--- config.mk ---
export PLATFORM = sky130hd
export DESIGN_NAME = tid_gate
export DESIGN_NICKNAME = d
export VERILOG_FILES = /design/src/rtl/tid_gate_pkg.sv /design/src/rtl/tid_gate_decode.sv /design/src/rtl/tid_gate_store.sv /design/src/rtl/tid_gate.sv
export SDC_FILE = /design/constraint.sdc
export NUM_CORES = 1
export LEC_CHECK = 0
export ABC_AREA = 1
export BUFFER_PORTS_ARGS = -buffer_cell sky130_fd_sc_hd__buf_2
export CORE_MARGIN = 5
export CORE_UTILIZATION = 35
export CTS_CLUSTER_DIAMETER = 50
export CTS_CLUSTER_SIZE = 12
export DETAILED_ROUTE_END_ITERATION = 8
export GPL_ROUTABILITY_DRIVEN = 0
export GPL_TIMING_DRIVEN = 0
export PLACE_DENSITY = 0.67
export REMOVE_ABC_BUFFERS = 1
export SLEW_MARGIN = 20
export SYNTH_ARGS = -nofsm -noshare
export SYNTH_HDL_FRONTEND = slang
export SYNTH_SLANG_ARGS = --single-unit
--- constraint.sdc ---
create_clock -name clk -period 0.8 [get_ports clk]
set_input_delay 0.04 -clock clk [delete_from_list [all_inputs] [get_ports clk]]
set_output_delay 0.04 -clock clk [all_outputs]
set_load 0.005 [all_outputs]
--- src/rtl/tid_gate_pkg.sv ---
package tid_gate_pkg;

    typedef enum logic [1:0] {
        OUT_UNDEF  = 2'd0,
        OUT_TRAP   = 2'd1,
        OUT_REDIR  = 2'd2,
        OUT_DIRECT = 2'd3
    } outcome_e;

    typedef struct packed {
        logic [1:0] op0;
        logic [2:0] op1;
        logic [3:0] crn;
        logic [3:0] crm;
        logic [2:0] op2;
    } sysenc_t;

    localparam sysenc_t TID_ENC = '{op0: 2'b11, op1: 3'b100, crn: 4'b1101,
                                   crm: 4'b0000, op2: 3'b010};

    localparam logic [1:0] LVL_USER = 2'd0;
    localparam logic [1:0] LVL_KERN = 2'd1;
    localparam logic [1:0] LVL_HYP  = 2'd2;
    localparam logic [1:0] LVL_MON  = 2'd3;

endpackage

--- src/rtl/tid_gate_decode.sv ---
module tid_gate_decode
    import tid_gate_pkg::*;
#(
    parameter int HAS_L2 = 1
) (
    input  sysenc_t    enc,
    input  logic [1:0] level,
    input  logic       l2_en,
    input  logic       nv,
    input  logic       nv2,
    output logic       hit,
    output outcome_e   outcome
);
    localparam bit L2_ON = (HAS_L2 != 0);

    logic l2_live;

    always_comb begin
        hit     = (enc == TID_ENC);
        l2_live = L2_ON && l2_en;
        outcome = OUT_UNDEF;
        unique case (level)
            LVL_USER: outcome = OUT_UNDEF;
            LVL_KERN: begin
                if (l2_live && nv && nv2) begin
                    outcome = OUT_REDIR;
                end else if (l2_live && nv) begin
                    outcome = OUT_TRAP;
                end else begin
                    outcome = OUT_UNDEF;
                end
            end
            LVL_HYP:  outcome = L2_ON ? OUT_DIRECT : OUT_UNDEF;
            LVL_MON:  outcome = OUT_DIRECT;
            default:  outcome = OUT_UNDEF;
        endcase
    end

endmodule

--- src/rtl/tid_gate_store.sv ---
module tid_gate_store #(
    parameter int DATA_W  = 64,
    parameter int ALIAS_W = 32,
    parameter int HAS_L2  = 1
) (
    input  logic               clk,
    input  logic               wr_en,
    input  logic [DATA_W-1:0]  wr_data,
    input  logic               al_wr_en,
    input  logic [ALIAS_W-1:0] al_wr_data,
    output logic [DATA_W-1:0]  value
);
    generate
        if (HAS_L2 != 0) begin : g_store
            logic [DATA_W-1:0] val_d;
            logic [DATA_W-1:0] val_q;

            always_comb begin
                val_d = val_q;
                if (wr_en) begin
                    val_d = wr_data;
                end else if (al_wr_en) begin
                    val_d[ALIAS_W-1:0] = al_wr_data;
                end
            end

            // Contents are undefined after a warm reset, so no reset term.
            always_ff @(posedge clk) begin
                val_q <= val_d;
            end

            assign value = val_q;
        end else begin : g_absent
            logic unused_ins;
            assign unused_ins = ^{clk, wr_en, wr_data, al_wr_en, al_wr_data};
            assign value      = '0;
        end
    endgenerate

endmodule

--- src/rtl/tid_gate.sv ---
module tid_gate
    import tid_gate_pkg::*;
#(
    parameter int                DATA_W    = 64,
    parameter int                ALIAS_W   = 32,
    parameter int                EC_W      = 6,
    parameter int                OFF_W     = 12,
    parameter logic [EC_W-1:0]   TRAP_EC   = 6'h18,
    parameter logic [OFF_W-1:0]  REDIR_OFF = 12'h090,
    parameter int                HAS_L2    = 1
) (
    input  logic               clk,
    input  logic               rst_n,
    input  logic               req_valid,
    input  logic               req_write,
    input  logic [1:0]         req_op0,
    input  logic [2:0]         req_op1,
    input  logic [3:0]         req_crn,
    input  logic [3:0]         req_crm,
    input  logic [2:0]         req_op2,
    input  logic [1:0]         req_level,
    input  logic               req_l2_en,
    input  logic               req_nv,
    input  logic               req_nv2,
    input  logic [DATA_W-1:0]  req_wdata,
    input  logic [DATA_W-1:0]  mem_rdata,
    input  logic               al_wr_en,
    input  logic [1:0]         al_level,
    input  logic [ALIAS_W-1:0] al_wdata,
    output logic [ALIAS_W-1:0] al_rdata,
    output logic               rsp_undef,
    output logic               rsp_trap,
    output logic [EC_W-1:0]    rsp_trap_ec,
    output logic               rsp_redir,
    output logic [OFF_W-1:0]   rsp_redir_off,
    output logic               rsp_direct,
    output logic [DATA_W-1:0]  rsp_rdata,
    output logic               rsp_mem_we,
    output logic [DATA_W-1:0]  rsp_mem_wdata
);
    localparam bit L2_ON = (HAS_L2 != 0);

    typedef struct packed {
        logic              undef;
        logic              trap;
        logic [EC_W-1:0]   ec;
        logic              redir;
        logic [OFF_W-1:0]  off;
        logic              direct;
        logic [DATA_W-1:0] rdata;
        logic              mem_we;
        logic [DATA_W-1:0] mem_wdata;
    } rsp_t;

    sysenc_t           enc;
    logic              hit;
    outcome_e          outcome;
    logic [DATA_W-1:0] value;
    logic              dir_wr;
    logic              al_ok;
    rsp_t              rsp_d;
    rsp_t              rsp_q;

    assign enc = '{op0: req_op0, op1: req_op1, crn: req_crn,
                   crm: req_crm, op2: req_op2};

    tid_gate_decode #(
        .HAS_L2 (HAS_L2)
    ) u_decode (
        .enc     (enc),
        .level   (req_level),
        .l2_en   (req_l2_en),
        .nv      (req_nv),
        .nv2     (req_nv2),
        .hit     (hit),
        .outcome (outcome)
    );

    // Write grants: the main port outranks the alias port.
    always_comb begin
        dir_wr = req_valid && hit && req_write && (outcome == OUT_DIRECT) && L2_ON;
        al_ok  = al_wr_en && (al_level >= LVL_HYP) && L2_ON && !dir_wr;
    end

    tid_gate_store #(
        .DATA_W  (DATA_W),
        .ALIAS_W (ALIAS_W),
        .HAS_L2  (HAS_L2)
    ) u_store (
        .clk        (clk),
        .wr_en      (dir_wr),
        .wr_data    (req_wdata),
        .al_wr_en   (al_ok),
        .al_wr_data (al_wdata),
        .value      (value)
    );

    always_comb begin
        rsp_d = '0;
        if (req_valid && hit) begin
            unique case (outcome)
                OUT_UNDEF: rsp_d.undef = 1'b1;
                OUT_TRAP: begin
                    rsp_d.trap = 1'b1;
                    rsp_d.ec   = TRAP_EC;
                end
                OUT_REDIR: begin
                    rsp_d.redir = 1'b1;
                    rsp_d.off   = REDIR_OFF;
                    if (req_write) begin
                        rsp_d.mem_we    = 1'b1;
                        rsp_d.mem_wdata = req_wdata;
                    end else begin
                        rsp_d.rdata = mem_rdata;
                    end
                end
                OUT_DIRECT: begin
                    rsp_d.direct = 1'b1;
                    rsp_d.rdata  = value;
                end
                default: rsp_d.undef = 1'b1;
            endcase
        end
    end

    always_ff @(posedge clk or negedge rst_n) begin
        if (!rst_n) begin
            rsp_q <= '0;
        end else begin
            rsp_q <= rsp_d;
        end
    end

    assign al_rdata      = value[ALIAS_W-1:0];
    assign rsp_undef     = rsp_q.undef;
    assign rsp_trap      = rsp_q.trap;
    assign rsp_trap_ec   = rsp_q.ec;
    assign rsp_redir     = rsp_q.redir;
    assign rsp_redir_off = rsp_q.off;
    assign rsp_direct    = rsp_q.direct;
    assign rsp_rdata     = rsp_q.rdata;
    assign rsp_mem_we    = rsp_q.mem_we;
    assign rsp_mem_wdata = rsp_q.mem_wdata;

endmodule

# Word level (Yosys, flattened, before mapping)
# Cells that the tools add are included.
[op_classes] n_addsub=0 mul=0 div_mod_pow=0 n_lt_le_gt_ge=1 eq_ne=7 n_shift=0 n_mux=14 n_bitwise=0 n_reduce_logical=12
[ops] op="$mux W151" n=1
[ops] op="$mux W65" n=2
[ops] op="$pmux W64 S2" n=1
[ops] op="$mux W32" n=2
[ops] op="$mux W64" n=1
[ops] op="$eq A16 B16 Y1 const B" n=1
[ops] op="$mux W13" n=1
[ops] op="$eq A2 B2 Y1 const B" n=4
[ops] op="$logic_and A1 B1 Y1" n=7
[ops] op="$mux W7" n=1
[ops] op="$pmux W2 S3" n=1
[ops] op="$eq A2 B1 Y1 const B" n=2
[ops] op="$logic_not A2 Y1" n=2
[ops] op="$mux W1" n=3
[ops] op="$ge A2 B2 Y1 const B" n=1
[ops] op="$mux W2" n=1
[ops] op="$reduce_bool A2 Y1" n=1
[ops] op="$reduce_or A2 Y1" n=1
[ops] op="$logic_not A1 Y1" n=1
[totals] ff_bits=215 latchBits=0 ramBits=0 romBits=0 input_bits=188 output_inout_bits=183 word_cells=45 n_memories=0

# Logic depth before layout (Yosys ltp)
# Gate-level depths: netlist of the first run.
[depth] word_depth=10 ltp_mapped=9 ltp_nobuf=8

# Cells and area by module
# A second synthesis of the first run with hierarchy kept.
[unflattened] hier_cells=739 hier_area_um2=7987.7
[modules_own_cells] mod="tid_gate" n_inst=1 cells_each=539 area_each_um2=5506.5
[modules_own_cells] mod="tid_gate_store" n_inst=1 cells_each=169 area_each_um2=2362.3
[modules_own_cells] mod="tid_gate_decode" n_inst=1 cells_each=31 area_each_um2=118.9

# Least setup slack after synthesis of the first run
# Ideal clock, no wire load.
[synth_timing] path_kind="input -> register" from="in req_op1[0]" to="reg u_store.g_store.val_q[0] (netlist: u_store.value[0]) (enable)" setup_ns=0.389 t_arrival_ns=1.569 required_ns=0.411 slack_ns=-1.159 path_stages=8 cell_sequence="inv_1 > nand2_1 > nor2_1 > nand3_1 > nor2_4 > nand3_2 > clkbuf_1 > nand2_1"
[synth_via] elab_chain_len=7
[synth_rtl] item="start, declared" line="tid_gate.sv:17" rtl="input logic [2:0] req_op1,"
[synth_rtl] item="$eq A16 B16 Y1 (*)" line="tid_gate_decode.sv:19" rtl="hit = (enc == TID_ENC);"
[synth_rtl] item="$logic_and A1 B1 Y1 (*) (3 in a row)" line="tid_gate.sv:81" rtl="dir_wr = req_valid && hit && req_write && (outcome == OUT_DIRECT) && L2_ON;"
[synth_rtl] item="$logic_not A1 Y1" line="tid_gate.sv:82" rtl="al_ok = al_wr_en && (al_level >= LVL_HYP) && L2_ON && !dir_wr;"
[synth_rtl] item="$logic_and A1 B1 Y1" line="tid_gate.sv:82"
[synth_rtl] item="$reduce_bool A2 Y1 (no source line) (*)"
[synth_rtl] item="end signal, assigned" line="tid_gate_store.sv:29" rtl="val_q <= val_d;"
[synth_rtl] item="end, declared" line="tid_gate_store.sv:16" rtl="logic [DATA_W-1:0] val_q;"
# Mark *: on every way between the ends. The rest lies on a longest branch, timed or not.
# A chain may end at the register's enable or synchronous reset.

==> results of run 1 <==
-- timing repair --
item	in CTS	in global routing
buffers inserted	42	19
pin swaps	11	9
gates cloned	9	9
gates resized for setup	125	209
endpoints found under the setup margin	398	397
hold endpoints to repair	292	56
-- worst max-delay path, cell delays in order --
cell and delay, ps:
sky130_fd_sc_hd__buf_6 90, sky130_fd_sc_hd__nor2_1 110, sky130_fd_sc_hd__nand4_1 110, sky130_fd_sc_hd__buf_6 140
sky130_fd_sc_hd__nor2_4 210, sky130_fd_sc_hd__buf_6 160, sky130_fd_sc_hd__nand4_1 160, sky130_fd_sc_hd__buf_6 200
sky130_fd_sc_hd__buf_12 140, sky130_fd_sc_hd__clkbuf_16 180, sky130_fd_sc_hd__nor2_2 100
-- final timing paths --
check,start,to,cells after the start
max,req_crm[2],rsp_mem_wdata[43],11
min,rst_n,rsp_rdata[57],1
max reg2reg,u_store.value[6],rsp_rdata[6],4
min reg2reg,u_store.value[35],rsp_rdata[35],2
max in group asynchronous,rst_n,rsp_direct,2
min in group clk,req_level[1],rsp_rdata[45],3
-- stage by stage --
stage | instances | area, µm² | worst slack [ps] | power [mW]
after floorplan | 664 | 7353 | -2731 | 11.13
after global placement | 1304 | 9487 | -6380 | 12.14
after detailed placement | 1316 | 9754 | -3018 | 12.23
after CTS | 1563 | 13000 | -358.8 | 21.67
after global routing | 1591 | 14170 | -525.0 | 22.64
final | 1592 | 14170 | -504.5 | 21.79
-- logic make-up (layout without fill, tap and decap cells) --
kind of cell	count (synthesis)	after routing	share of synthesized area (%)
AND/OR/NAND/NOR	312	315	18.09
flip-flops	197	197	66.12
buffers and inverters	180	715	11.60
AO/OA/AOI/OAI	65	65	4.144
other	1	15	0.04723
-- registers in the layout, summed over array words and instances, names as in the netlist --
register and count:
rsp_mem_we 1, rsp_rdata 64, rsp_trap_ec 1, rsp_redir_off 1, rsp_direct 1, rsp_mem_wdata 64, u_store.value 64, rsp_undef 1
-- final cells by class --
| class | instances | share of cell area [%] |
|---|---|---|
| sequential | 197 | 37.04 |
| timing repair buffer | 604 | 33.91 |
| multi-input combinational | 394 | 19.72 |
| clock buffer | 18 | 3.099 |
| tap | 285 | 2.516 |
| inverter | 76 | 2.163 |
| clock inverter | 14 | 1.086 |
| timing repair inverter | 3 | 0.4414 |
| antenna | 1 | 0.01766 |
-- layout by cell type, fill, tap and decap left out, types with 4 or more instances in the layout --
master                          netlist  final
sky130_fd_sc_hd__edfxtp_1            64     64
sky130_fd_sc_hd__buf_16               0     10
sky130_fd_sc_hd__dlygate4sd3_1        0    164
sky130_fd_sc_hd__clkinv_8             0      5
sky130_fd_sc_hd__nand2_4              0     18
sky130_fd_sc_hd__nor2_1              71      5
sky130_fd_sc_hd__buf_4               51     26
sky130_fd_sc_hd__nor2_4               1     56
sky130_fd_sc_hd__a21oi_2              0     58
sky130_fd_sc_hd__dfrtp_1            133    133
sky130_fd_sc_hd__nor2_2               1     14
sky130_fd_sc_hd__nand2_1            137     90
sky130_fd_sc_hd__nand2_2              0     27
sky130_fd_sc_hd__nand4_1             98     98
sky130_fd_sc_hd__inv_8                0      4
sky130_fd_sc_hd__buf_12               0     19
sky130_fd_sc_hd__buf_6                5     33
sky130_fd_sc_hd__a21oi_1             64      4
sky130_fd_sc_hd__buf_2               13    341
sky130_fd_sc_hd__inv_6                0      4
sky130_fd_sc_hd__conb_1               1     14
sky130_fd_sc_hd__inv_1               74     69
sky130_fd_sc_hd__buf_8                0      4
sky130_fd_sc_hd__inv_2                2      4
sky130_fd_sc_hd__clkbuf_16            0     24
-- power by group through the flow --
stage | Clock, mW | Combinational [mW] | Sequential, mW
5_1_grt | 9.37 | 2.67 | 10.6
2_1_floorplan | 0 | 0.328 | 10.8
6_report | 8.69 | 2.51 | 10.6
3_5_place_dp | 0 | 1.43 | 10.8
4_1_cts | 8.88 | 2.20 | 10.6
3_3_place_gp | 0 | 1.34 | 10.8
-- routing by layer --
metal / vias to the layer above / wire [µm] / share of wire, %
met2: 428 / 17700 / 53
li1: 3515 / - / -
met5: - / 13 / 0.039
met4: 2 / 1157 / 3.4
met3: 92 / 2320 / 6.9
met1: 3986 / 12510 / 37
==> impl_metrics.xml, run 1 <==
<?xml version="1.0" encoding="UTF-8"?>
<metrics>
  <group name="global_routing">
    <metric name="met1_routing_resource_usage_after_global_routing" unit="%">27.46</metric>
    <metric name="grt_start_max_net_pins" unit="">82</metric>
    <metric name="grt_usage" unit="%">23.07</metric>
    <metric name="met3_usage_grt" unit="%">5.260</metric>
    <metric name="gr-max-usage-layer" unit="">met2</metric>
    <metric name="number_of_global_route_vias_before_repair" unit="">8245</metric>
    <metric name="number_of_antenna_violations_at_the_first_check_in_global_routing" unit="">1</metric>
    <metric name="grt_overflow_total" unit="">0</metric>
    <metric name="groute.layer.met2.usage" unit="%">40.62</metric>
    <metric name="wire_length_of_the_first_global_routing_pass" unit="mm">46.54</metric>
  </group>
  <group name="synthesis">
    <metric name="post_synth_instance_area" unit="µm²">7940</metric>
    <metric name="synthFlopType" unit="">sky130_fd_sc_hd__dfrtp_1</metric>
    <metric name="number_of_synthesized_flops_with_an_enable_pin" unit="">64</metric>
    <metric name="post_synth_most_frequent_cells" unit="">sky130_fd_sc_hd__nand2_1, sky130_fd_sc_hd__dfrtp_1, sky130_fd_sc_hd__nand4_1, sky130_fd_sc_hd__inv_1, sky130_fd_sc_hd__nor2_1</metric>
    <metric name="synthesis.instances" unit="">755</metric>
    <metric name="dominant_cell_type_by_area_after_synthesis" unit="">sky130_fd_sc_hd__dfrtp_1</metric>
    <metric name="synth_top_area_cells" unit="">sky130_fd_sc_hd__dfrtp_1, sky130_fd_sc_hd__edfxtp_1, sky130_fd_sc_hd__nand4_1, sky130_fd_sc_hd__nand2_1, sky130_fd_sc_hd__buf_4</metric>
    <metric name="synth.avg_cell_area" unit="µm²">10.52</metric>
    <metric name="synth-seq-area-share" unit="%">66.12</metric>
    <metric name="yosys_warnings" unit="">0</metric>
    <metric name="post-synth-top-count-cell" unit="">sky130_fd_sc_hd__nand2_1</metric>
    <metric name="asyncSetResetFlopFracSynth" unit="%">67.51</metric>
    <metric name="synth_cell_types" unit="">20</metric>
    <metric name="synth_seq_cells" unit="">197</metric>
    <metric name="synth_top_area_share" unit="%">41.92</metric>
  </group>
  <group name="routing">
    <metric name="viasPerCell" unit="">5.040</metric>
    <metric name="drt_wl_total" unit="mm">33.70</metric>
    <metric name="remaining_drc_errors" unit="">0</metric>
    <metric name="wire_per_inst" unit="µm">21.17</metric>
    <metric name="detailroute.via_count" unit="">8023</metric>
    <metric name="route.antenna.remaining_nets" unit="">0</metric>
    <metric name="first_pass_iters" unit="">5</metric>
    <metric name="drtIter0Drc" unit="">569</metric>
  </group>
  <group name="finish">
    <metric name="fillers" unit="">1651</metric>
    <metric name="design.final.nets" unit="">1481</metric>
    <metric name="finish.utilization" unit="%">62.98</metric>
    <metric name="layout.area.seq" unit="µm²">5250</metric>
    <metric name="layout-drive-gt1-share" unit="%">50.84</metric>
    <metric name="multi_input_area" unit="µm²">2795</metric>
    <metric name="layout-area-overhead-vs-synth" unit="%">78.49</metric>
  </group>
  <group name="timing">
    <metric name="timing.final.hold_violations" unit="">133</metric>
    <metric name="setup_viol" unit="">398</metric>
    <metric name="finalClockSkew" unit="ps">8.292</metric>
    <metric name="final_critical_path_setup_slack" unit="ps">-504.5</metric>
    <metric name="clock_period_minus_final_worst_setup_slack" unit="ps">1304</metric>
    <metric name="timing.final.max_slew_violations" unit="">0</metric>
    <metric name="worst_pin_slew" unit="ps">797.4</metric>
    <metric name="setup_repair_after_global_routing_missed_its_margin" unit="">true</metric>
    <metric name="timing.final.crit_share" unit="%">163.1</metric>
    <metric name="holdWs" unit="ps">-493.8</metric>
    <metric name="relSlewSlack" unit="%">46.84</metric>
    <metric name="tns" unit="ps">-119440</metric>
    <metric name="max_clock_freq" unit="GHz">0.7666</metric>
  </group>
  <group name="clock_network">
    <metric name="cts_tree" unit="">built</metric>
    <metric name="number_of_buffers_between_clock_root_and_the_deepest_sink" unit="">2</metric>
    <metric name="cts_made_buffers" unit="">17</metric>
    <metric name="clkSlewWorstSetupHoldPaths" unit="ps">80</metric>
    <metric name="ctsRootBufferMaster" unit="">sky130_fd_sc_hd__clkbuf_16</metric>
    <metric name="cts-htree-levels" unit="">4</metric>
    <metric name="clkLatencyLatePin" unit="ps">430</metric>
    <metric name="cts_hold_buf" unit="">164</metric>
    <metric name="numClockSinks" unit="">197</metric>
  </group>
  <group name="power">
    <metric name="cellLeakagePower" unit="nW">6.896</metric>
    <metric name="p_switching" unit="mW">5.728</metric>
    <metric name="seq_power_share" unit="%">48.6</metric>
    <metric name="pwr_density_cell" unit="nW/µm²">1538</metric>
    <metric name="clock_power_share" unit="%">39.9</metric>
    <metric name="power.share.switching" unit="%">26.28</metric>
    <metric name="vdd_ir_drop_max" unit="µV">1130</metric>
    <metric name="power_frac_comb" unit="%">11.5</metric>
    <metric name="internal_power" unit="mW">16.06</metric>
  </group>
  <group name="run_status">
    <metric name="violations" unit="">negative hold slack, negative setup slack</metric>
    <metric name="status" unit="">complete, but fails checks</metric>
  </group>
  <group name="die">
    <metric name="top_level_ports" unit="">371</metric>
    <metric name="start_util" unit="%">35.28</metric>
    <metric name="die_x" unit="µm">160.6</metric>
    <metric name="dieArea" unit="µm²">25800</metric>
    <metric name="fp.coreArea" unit="µm²">22500</metric>
    <metric name="site_rows" unit="">55</metric>
    <metric name="die_h" unit="µm">160.6</metric>
  </group>
  <group name="place">
    <metric name="port_buffers" unit="">355</metric>
    <metric name="dp_hpwl" unit="mm">17.44</metric>
  </group>
  <group name="worst_setup_path">
    <metric name="rrSetupSlack" unit="ps">-100</metric>
    <metric name="worstPathArrival" unit="ps">1660</metric>
    <metric name="critical_path.max_fanout" unit="">8</metric>
    <metric name="startpoint_type" unit="">input port</metric>
    <metric name="critical_path.endpoint_type" unit="">flop</metric>
    <metric name="timing.critical_path.required" unit="ps">1150</metric>
    <metric name="class_of_the_most_critical_setup_path" unit="">in2reg</metric>
  </group>
  <group name="hold_path">
    <metric name="hold_path.class" unit="">in2async</metric>
  </group>
  <group name="run">
    <metric name="timing.max_cap.violations" unit="">0</metric>
  </group>
</metrics>
Note: power is estimated with default switching activity, not from simulation.
==> run 2, diff against run 1 <==
Clock period 0.8 ns to 1.35 ns, I/O delays scaled along.
==> run 2 against run 1 <==
  * The flow now finishes without violations
  * Hold slack better by 530 ps
  * Critical endpoint is now u_store.value[7]
  * First-iteration DRC count decreased by 16%
  * Clock-buffer cell count unchanged
  * Largest power group unchanged
  * Highest routed layer unchanged
==> impl_metrics.xml, run 2 (synthesis gave the netlist of run 1 again) <==
<?xml version="1.0" encoding="UTF-8"?>
<metrics>
  <group name="die">
    <metric name="die_h" unit="µm">160.6</metric>
    <metric name="fp.coreArea" unit="µm²">22500</metric>
    <metric name="start_util" unit="%">35.28</metric>
    <metric name="dieArea" unit="µm²">25800</metric>
    <metric name="die_x" unit="µm">160.6</metric>
    <metric name="top_level_ports" unit="">371</metric>
    <metric name="site_rows" unit="">55</metric>
  </group>
  <group name="timing">
    <metric name="timing.final.hold_violations" unit="">0</metric>
    <metric name="setup_viol" unit="">0</metric>
    <metric name="worst_pin_slew" unit="ps">791.2</metric>
    <metric name="final_critical_path_setup_slack" unit="ps">32.04</metric>
    <metric name="finalClockSkew" unit="ps">7.852</metric>
    <metric name="holdWs" unit="ps">40.16</metric>
    <metric name="clock_period_minus_final_worst_setup_slack" unit="ps">1318</metric>
    <metric name="relSlewSlack" unit="%">47.26</metric>
    <metric name="timing.final.max_slew_violations" unit="">0</metric>
    <metric name="setup_repair_after_global_routing_missed_its_margin" unit="">true</metric>
    <metric name="timing.final.crit_share" unit="%">97.63</metric>
    <metric name="max_clock_freq" unit="GHz">0.7587</metric>
  </group>
  <group name="clock_network">
    <metric name="cts_made_buffers" unit="">17</metric>
    <metric name="number_of_buffers_between_clock_root_and_the_deepest_sink" unit="">2</metric>
    <metric name="cts-htree-levels" unit="">4</metric>
    <metric name="cts_tree" unit="">built</metric>
    <metric name="numClockSinks" unit="">197</metric>
    <metric name="clkLatencyLatePin" unit="ps">420</metric>
    <metric name="clkSlewWorstSetupHoldPaths" unit="ps">80</metric>
    <metric name="ctsRootBufferMaster" unit="">sky130_fd_sc_hd__clkbuf_16</metric>
  </group>
  <group name="worst_setup_path">
    <metric name="timing.critical_path.required" unit="ps">1530</metric>
    <metric name="worstRegToRegCells" unit="">2</metric>
    <metric name="critical_path.endpoint_type" unit="">flop</metric>
    <metric name="critical_path.max_fanout" unit="">17</metric>
    <metric name="class_of_the_most_critical_setup_path" unit="">in2reg</metric>
    <metric name="startpoint_type" unit="">input port</metric>
    <metric name="worstPathArrival" unit="ps">1490</metric>
  </group>
  <group name="global_routing">
    <metric name="wire_length_of_the_first_global_routing_pass" unit="mm">43.70</metric>
    <metric name="grt_overflow_total" unit="">0</metric>
    <metric name="number_of_antenna_violations_at_the_first_check_in_global_routing" unit="">1</metric>
    <metric name="grt_start_max_net_pins" unit="">82</metric>
    <metric name="grt_usage" unit="%">21.59</metric>
    <metric name="number_of_global_route_vias_before_repair" unit="">7920</metric>
  </group>
  <group name="place">
    <metric name="preCtsSetupSlack" unit="ps">-2496</metric>
    <metric name="dp_hpwl" unit="mm">17.44</metric>
    <metric name="port_buffers" unit="">355</metric>
    <metric name="dpl-instance-area" unit="µm²">9754</metric>
  </group>
  <group name="finish">
    <metric name="final_design_area_no_fill" unit="µm²">12250</metric>
    <metric name="layout-drive-gt1-share" unit="%">34.64</metric>
    <metric name="layout-area-overhead-vs-synth" unit="%">54.33</metric>
    <metric name="layout_commonest_cell" unit="">sky130_fd_sc_hd__buf_2</metric>
    <metric name="antenna_cells" unit="">0</metric>
    <metric name="design.final.nets" unit="">1422</metric>
    <metric name="finish.utilization" unit="%">54.46</metric>
    <metric name="mostFrequentLayoutCells" unit="">sky130_fd_sc_hd__buf_2, sky130_fd_sc_hd__dlygate4sd3_1, sky130_fd_sc_hd__nand2_1</metric>
  </group>
  <group name="routing">
    <metric name="drt_wl_total" unit="mm">28.79</metric>
    <metric name="first_pass_iters" unit="">5</metric>
    <metric name="route.antenna.remaining_nets" unit="">0</metric>
    <metric name="wire_per_inst" unit="µm">18.79</metric>
    <metric name="drtIter0Drc" unit="">476</metric>
    <metric name="detailroute.via_count" unit="">7419</metric>
    <metric name="remaining_drc_errors" unit="">0</metric>
    <metric name="viasPerCell" unit="">4.843</metric>
  </group>
  <group name="power">
    <metric name="report.power.total" unit="mW">12.64</metric>
    <metric name="cellLeakagePower" unit="nW">6.374</metric>
    <metric name="vdd_ir_drop_max" unit="µV">656.6</metric>
    <metric name="pwr_density_cell" unit="nW/µm²">1031</metric>
  </group>
  <group name="run_status">
    <metric name="status" unit="">completed</metric>
  </group>
  <group name="run">
    <metric name="timing.max_cap.violations" unit="">0</metric>
  </group>
  <group name="hold_path">
    <metric name="hold_path.class" unit="">in2reg</metric>
    <metric name="worstHoldPathCells" unit="">3</metric>
  </group>
</metrics>
run 2: changes by cell type in the layout (fill, tap and decap cells not counted), sizes merged:
cell	before	now
clkbuf	25	19
dlygate4sd3	164	163
buf	433	384
clkinv	8	5
diode	1	0
run 2: per-layer routing:
layer  track usage [%]  wire length, µm  vias to the layer above
li1                  -                -                     3401
met1             25.42            10920                     3572
met2             37.43            14790                      363
met3             5.158             1995                       81
met4             9.855             1070                        2
met5                 0               13                        -
run 2: path summary, 6_finish.rpt:
kind | end | from | slack (ps)
max | u_store.value[7] | req_crm[2] | 30
min | rsp_rdata[48] | req_level[1] | 40
max reg2reg | rsp_rdata[27] | u_store.value[27] | 600
min reg2reg | rsp_rdata[48] | u_store.value[48] | 510
max in group asynchronous | rsp_direct | rst_n | 410
min in group asynchronous | rsp_rdata[57] | rst_n | 150
run 2: layout make-up:
class                   count  area, µm²
well taps                 285      356.6
clock inverters            14      153.9
flip-flops and latches    197       5250
fillers                  1899      10250
multi-input cells         394       1906
repair buffers            548       3851
clock buffers              18      439.2
inverters                  76      297.8
run 2: repair_timing:
action,in CTS,in global routing
gates cloned,3,1
resized for setup,12,5
setup buffers,13,5
setup endpoints to repair,227,60
hold buffers,163,0
hold endpoints to repair,251,0
pin swaps,5,2
run 2: critical path: stages:
cell and delay, ps:
sky130_fd_sc_hd__buf_2 100, sky130_fd_sc_hd__nor2_1 90, sky130_fd_sc_hd__nand4_1 90, sky130_fd_sc_hd__buf_4 180
sky130_fd_sc_hd__nor2_4 220, sky130_fd_sc_hd__buf_8 160, sky130_fd_sc_hd__buf_12 100, sky130_fd_sc_hd__nand3_4 270
sky130_fd_sc_hd__nand2_1 160, sky130_fd_sc_hd__nand2_1 60
run 2: through the flow:
step | setup TNS (ps) | cells
6_report | 0 | 1532
5_1_grt | -54.06 | 1532
4_1_cts | 0 | 1527
3_5_place_dp | -359110 | 1316
3_3_place_gp | -1162700 | 1304
2_1_floorplan | -315390 | 664
run 2: power by group:
| part | leakage [nW] | internal, mW | switching, mW |
|---|---|---|---|
| logic | 3.64 | 0.651 | 0.616 |
| registers | 2.45 | 6.24 | 0.0371 |
| clock network | 0.288 | 2.54 | 2.55 |
==> run 3, diff against run 2 <==
Settings changed: ABC_AREA 1 to not set, PLACE_DENSITY 0.67 to 0.68.
==> run 3 against run 2 <==
  * Clock skew up 7.4 ps
  * The flow now finishes with violations (negative setup slack)
  * Combinational power down 6%
  * Maximum frequency down 18%
  * Final cell count down 13%
  * Via count down 16%
  * Worst setup slack worse by 300 ps
  * Flip-flop and latch count unchanged
  * Die area down 4.2%
==> impl_metrics.xml, run 3 <==
<?xml version="1.0" encoding="UTF-8"?>
<metrics>
  <group name="worst_setup_path">
    <metric name="critical_path.max_stage_delay" unit="ps">530</metric>
    <metric name="worstPathArrival" unit="ps">1760</metric>
    <metric name="critical-path-slowest-cell" unit="">sky130_fd_sc_hd__or4b_4</metric>
    <metric name="crit-reg2reg-capture" unit="">rsp_rdata[5]</metric>
    <metric name="path_common_cell" unit="">sky130_fd_sc_hd__buf_12</metric>
    <metric name="class_of_the_most_critical_setup_path" unit="">in2reg</metric>
    <metric name="startpoint_type" unit="">input port</metric>
    <metric name="critical_path.endpoint_type" unit="">flop</metric>
    <metric name="rrSetupSlack" unit="ps">500</metric>
    <metric name="crit_chain" unit="">buf_6 -&gt; or4b_4 -&gt; nor3_4 -&gt; buf_12 -&gt; nand4_4 -&gt; buf_12 -&gt; buf_8 -&gt; nand2_8 -&gt; buf_12 -&gt; buf_16</metric>
    <metric name="regToRegStartpoint" unit="">u_store.value[5]</metric>
    <metric name="worstRegToRegCells" unit="">2</metric>
    <metric name="critical_path.max_fanout" unit="">7</metric>
    <metric name="timing.critical_path.required" unit="ps">1490</metric>
  </group>
  <group name="place">
    <metric name="dpl-instance-area" unit="µm²">9397</metric>
    <metric name="dp_hpwl" unit="mm">15.61</metric>
    <metric name="place.detailed.instances" unit="">1097</metric>
    <metric name="port_buffers" unit="">355</metric>
  </group>
  <group name="synthesis">
    <metric name="post-synth-top-count-cell" unit="">sky130_fd_sc_hd__dfrtp_1</metric>
    <metric name="dominant_cell_type_by_area_after_synthesis" unit="">sky130_fd_sc_hd__dfrtp_1</metric>
    <metric name="synth-seq-area-share" unit="%">69.22</metric>
    <metric name="synth_seq_cells" unit="">197</metric>
    <metric name="synthFlopType" unit="">sky130_fd_sc_hd__dfrtp_1</metric>
    <metric name="synth_cell_types" unit="">28</metric>
    <metric name="synthesis.instances" unit="">525</metric>
    <metric name="post_synth_instance_area" unit="µm²">7585</metric>
    <metric name="synth.avg_cell_area" unit="µm²">14.45</metric>
    <metric name="post_synth_most_frequent_cells" unit="">sky130_fd_sc_hd__dfrtp_1, sky130_fd_sc_hd__nor2_1, sky130_fd_sc_hd__a22oi_1, sky130_fd_sc_hd__and2_1, sky130_fd_sc_hd__edfxtp_1</metric>
    <metric name="synth_top_area_cells" unit="">sky130_fd_sc_hd__dfrtp_1, sky130_fd_sc_hd__edfxtp_1, sky130_fd_sc_hd__a22oi_1, sky130_fd_sc_hd__mux2_4, sky130_fd_sc_hd__and2_1</metric>
    <metric name="number_of_synthesized_flops_with_an_enable_pin" unit="">64</metric>
    <metric name="synth_top_area_share" unit="%">43.88</metric>
    <metric name="yosys_warnings" unit="">0</metric>
    <metric name="asyncSetResetFlopFracSynth" unit="%">67.51</metric>
  </group>
  <group name="routing">
    <metric name="drtIter0Drc" unit="">269</metric>
    <metric name="detailroute.via_count" unit="">6247</metric>
    <metric name="route.antenna.remaining_nets" unit="">0</metric>
    <metric name="first_pass_iters" unit="">4</metric>
    <metric name="drt_wl_total" unit="mm">27.28</metric>
    <metric name="wire_per_inst" unit="µm">20.42</metric>
    <metric name="remaining_drc_errors" unit="">0</metric>
    <metric name="viasPerCell" unit="">4.676</metric>
  </group>
  <group name="power">
    <metric name="seq_power_share" unit="%">49.5</metric>
    <metric name="clock_power_share" unit="%">41.0</metric>
    <metric name="pwr_density_cell" unit="nW/µm²">1023</metric>
    <metric name="vdd_ir_drop_max" unit="µV">752.2</metric>
    <metric name="cellLeakagePower" unit="nW">6.229</metric>
    <metric name="power.share.switching" unit="%">23.62</metric>
    <metric name="internal_power" unit="mW">9.684</metric>
    <metric name="p_switching" unit="mW">2.995</metric>
    <metric name="power_frac_comb" unit="%">9.5</metric>
  </group>
  <group name="clock_network">
    <metric name="ctsRootBufferMaster" unit="">sky130_fd_sc_hd__clkbuf_16</metric>
    <metric name="cts_made_buffers" unit="">17</metric>
    <metric name="number_of_buffers_between_clock_root_and_the_deepest_sink" unit="">2</metric>
    <metric name="numClockSinks" unit="">197</metric>
    <metric name="cts-htree-levels" unit="">4</metric>
    <metric name="clkLatencyLatePin" unit="ps">430</metric>
    <metric name="clkSlewWorstSetupHoldPaths" unit="ps">80</metric>
    <metric name="cts_tree" unit="">built</metric>
  </group>
  <group name="finish">
    <metric name="design.final.nets" unit="">1235</metric>
    <metric name="layout.cells.non_filler" unit="">1336</metric>
    <metric name="layout-drive-gt1-share" unit="%">47.17</metric>
    <metric name="layout_commonest_cell" unit="">sky130_fd_sc_hd__buf_2</metric>
    <metric name="mostFrequentLayoutCells" unit="">sky130_fd_sc_hd__buf_2, sky130_fd_sc_hd__dlygate4sd3_1, sky130_fd_sc_hd__dfrtp_1</metric>
    <metric name="layout-area-overhead-vs-synth" unit="%">63.35</metric>
    <metric name="final_design_area_no_fill" unit="µm²">12390</metric>
    <metric name="finish.utilization" unit="%">58.57</metric>
  </group>
  <group name="die">
    <metric name="top_level_ports" unit="">371</metric>
    <metric name="die_h" unit="µm">157.2</metric>
    <metric name="fp.coreArea" unit="µm²">21150</metric>
    <metric name="dieArea" unit="µm²">24720</metric>
    <metric name="start_util" unit="%">35.85</metric>
    <metric name="site_rows" unit="">53</metric>
    <metric name="die_x" unit="µm">157.2</metric>
  </group>
  <group name="run_status">
    <metric name="violations" unit="">negative setup slack</metric>
    <metric name="status" unit="">complete, but fails checks</metric>
  </group>
  <group name="hold_path">
    <metric name="worstHoldPathCells" unit="">3</metric>
    <metric name="worst_min_delay_path_startpoint" unit="">req_level[0]</metric>
    <metric name="hold_path.class" unit="">in2reg</metric>
    <metric name="worst_hold_endpoint" unit="">rsp_redir_off[4]</metric>
  </group>
  <group name="timing">
    <metric name="clock_period_minus_final_worst_setup_slack" unit="ps">1614</metric>
    <metric name="tns" unit="ps">-31780</metric>
    <metric name="holdWs" unit="ps">63.59</metric>
    <metric name="max_clock_freq" unit="GHz">0.6197</metric>
    <metric name="setup_repair_after_global_routing_missed_its_margin" unit="">true</metric>
    <metric name="relSlewSlack" unit="%">63.41</metric>
    <metric name="finalClockSkew" unit="ps">15.24</metric>
    <metric name="final_critical_path_setup_slack" unit="ps">-263.6</metric>
    <metric name="timing.final.max_slew_violations" unit="">0</metric>
    <metric name="timing.final.crit_share" unit="%">119.5</metric>
    <metric name="worst_pin_slew" unit="ps">548.9</metric>
    <metric name="setup_viol" unit="">198</metric>
    <metric name="timing.final.hold_violations" unit="">0</metric>
  </group>
  <group name="run">
    <metric name="timing.max_cap.violations" unit="">0</metric>
  </group>
  <group name="global_routing">
    <metric name="number_of_global_route_vias_before_repair" unit="">6786</metric>
    <metric name="grt_start_max_net_pins" unit="">68</metric>
    <metric name="grt_overflow_total" unit="">0</metric>
    <metric name="grt_usage" unit="%">21.38</metric>
    <metric name="wire_length_of_the_first_global_routing_pass" unit="mm">39.36</metric>
    <metric name="number_of_antenna_violations_at_the_first_check_in_global_routing" unit="">0</metric>
  </group>
</metrics>
==> run 3: cell count changes in the layout (fill, tap and decap cells not counted), sizes merged, moves of 32 or more <==
cell / delta
a22oi: +64
nand2: -133
nand4: -95
mux2: +32
and2: +64
inv: -76
a21oi: -64
==> run 3: worst max-delay path, delay by kind of cell <==
family        cells  cell delay [ps]
buf+inv           6              800
simple gates      4              880
==> run 3: power by group through the flow <==
| stage | logic (mW) | clock network (mW) | registers (mW) |
|---|---|---|---|
| floorplan | 0.174 | 0 | 6.40 |
| global placement | 0.695 | 0 | 6.40 |
| detailed placement | 0.743 | 0 | 6.40 |
| CTS | 1.19 | 5.33 | 6.28 |
| global route | 1.30 | 5.60 | 6.28 |
| finish | 1.20 | 5.20 | 6.28 |
==> run 3: final cells by class <==
class                           count  area [µm²]
Timing Repair Buffer              565        4189
Multi-Input combinational cell    265        1983
Sequential cell                   197        5250
Clock inverter                     14       177.7
Tap cell                          275       344.1
Clock buffer                       18       439.2
Inverter                            1       3.754
Fill cell                        1577        8765
Antenna cell                        1       2.502
==> run 3: cells by family (layout without fill, tap and decap cells) <==
kind of cell	count (synthesis)	in the layout	synth area share, %
flops	197	197	69.22
buf+inv	81	598	7.357
compound gates	64	64	6.335
mux	32	32	6.186
other cells	1	15	0.04944
simple gates	150	155	10.85
==> run 3: worst max-delay path by stage <==
stage | from | endpoint | cells after the start
after floorplan | req_crm[3] | u_store.value[0] | 4
after global placement | req_level[1] | rsp_rdata[3] | 4
after detailed placement | req_crm[3] | u_store.value[26] | 6
after CTS | req_crm[3] | u_store.value[1] | 10
after global routing | req_crn[1] | u_store.value[15] | 10
final | req_crn[1] | u_store.value[1] | 10
==> run 3: per-stage QoR <==
step | setup WS, ps | total power [mW]
finish | -263.6 | 12.68
global route | -293.6 | 13.18
CTS | -301.0 | 12.80
detailed placement | -1669 | 7.142
global placement | -4056 | 7.095
floorplan | -1426 | 6.578
==> run 3: layer usage <==
layer  part of all wire [%]  vias up  global-route usage [%]
li1                       -     2818                       -
met1                     37     3090                   24.07
met2                     51      299                   37.59
met3                    8.8       40                   6.874
met4                    2.7        0                   8.644
met5                      0        -                       0
==> run 3: timing repair <==
| item | 4_1_cts | 5_1_grt |
|---|---|---|
| endpoints found under the hold margin | 260 | 0 |
| pin swaps | 15 | 6 |
| buffers inserted | 26 | 7 |
| gates cloned | 10 | 2 |
| hold buffers | 164 | 0 |
| setup endpoints to repair | 221 | 217 |
| gates resized for setup | 21 | 34 |
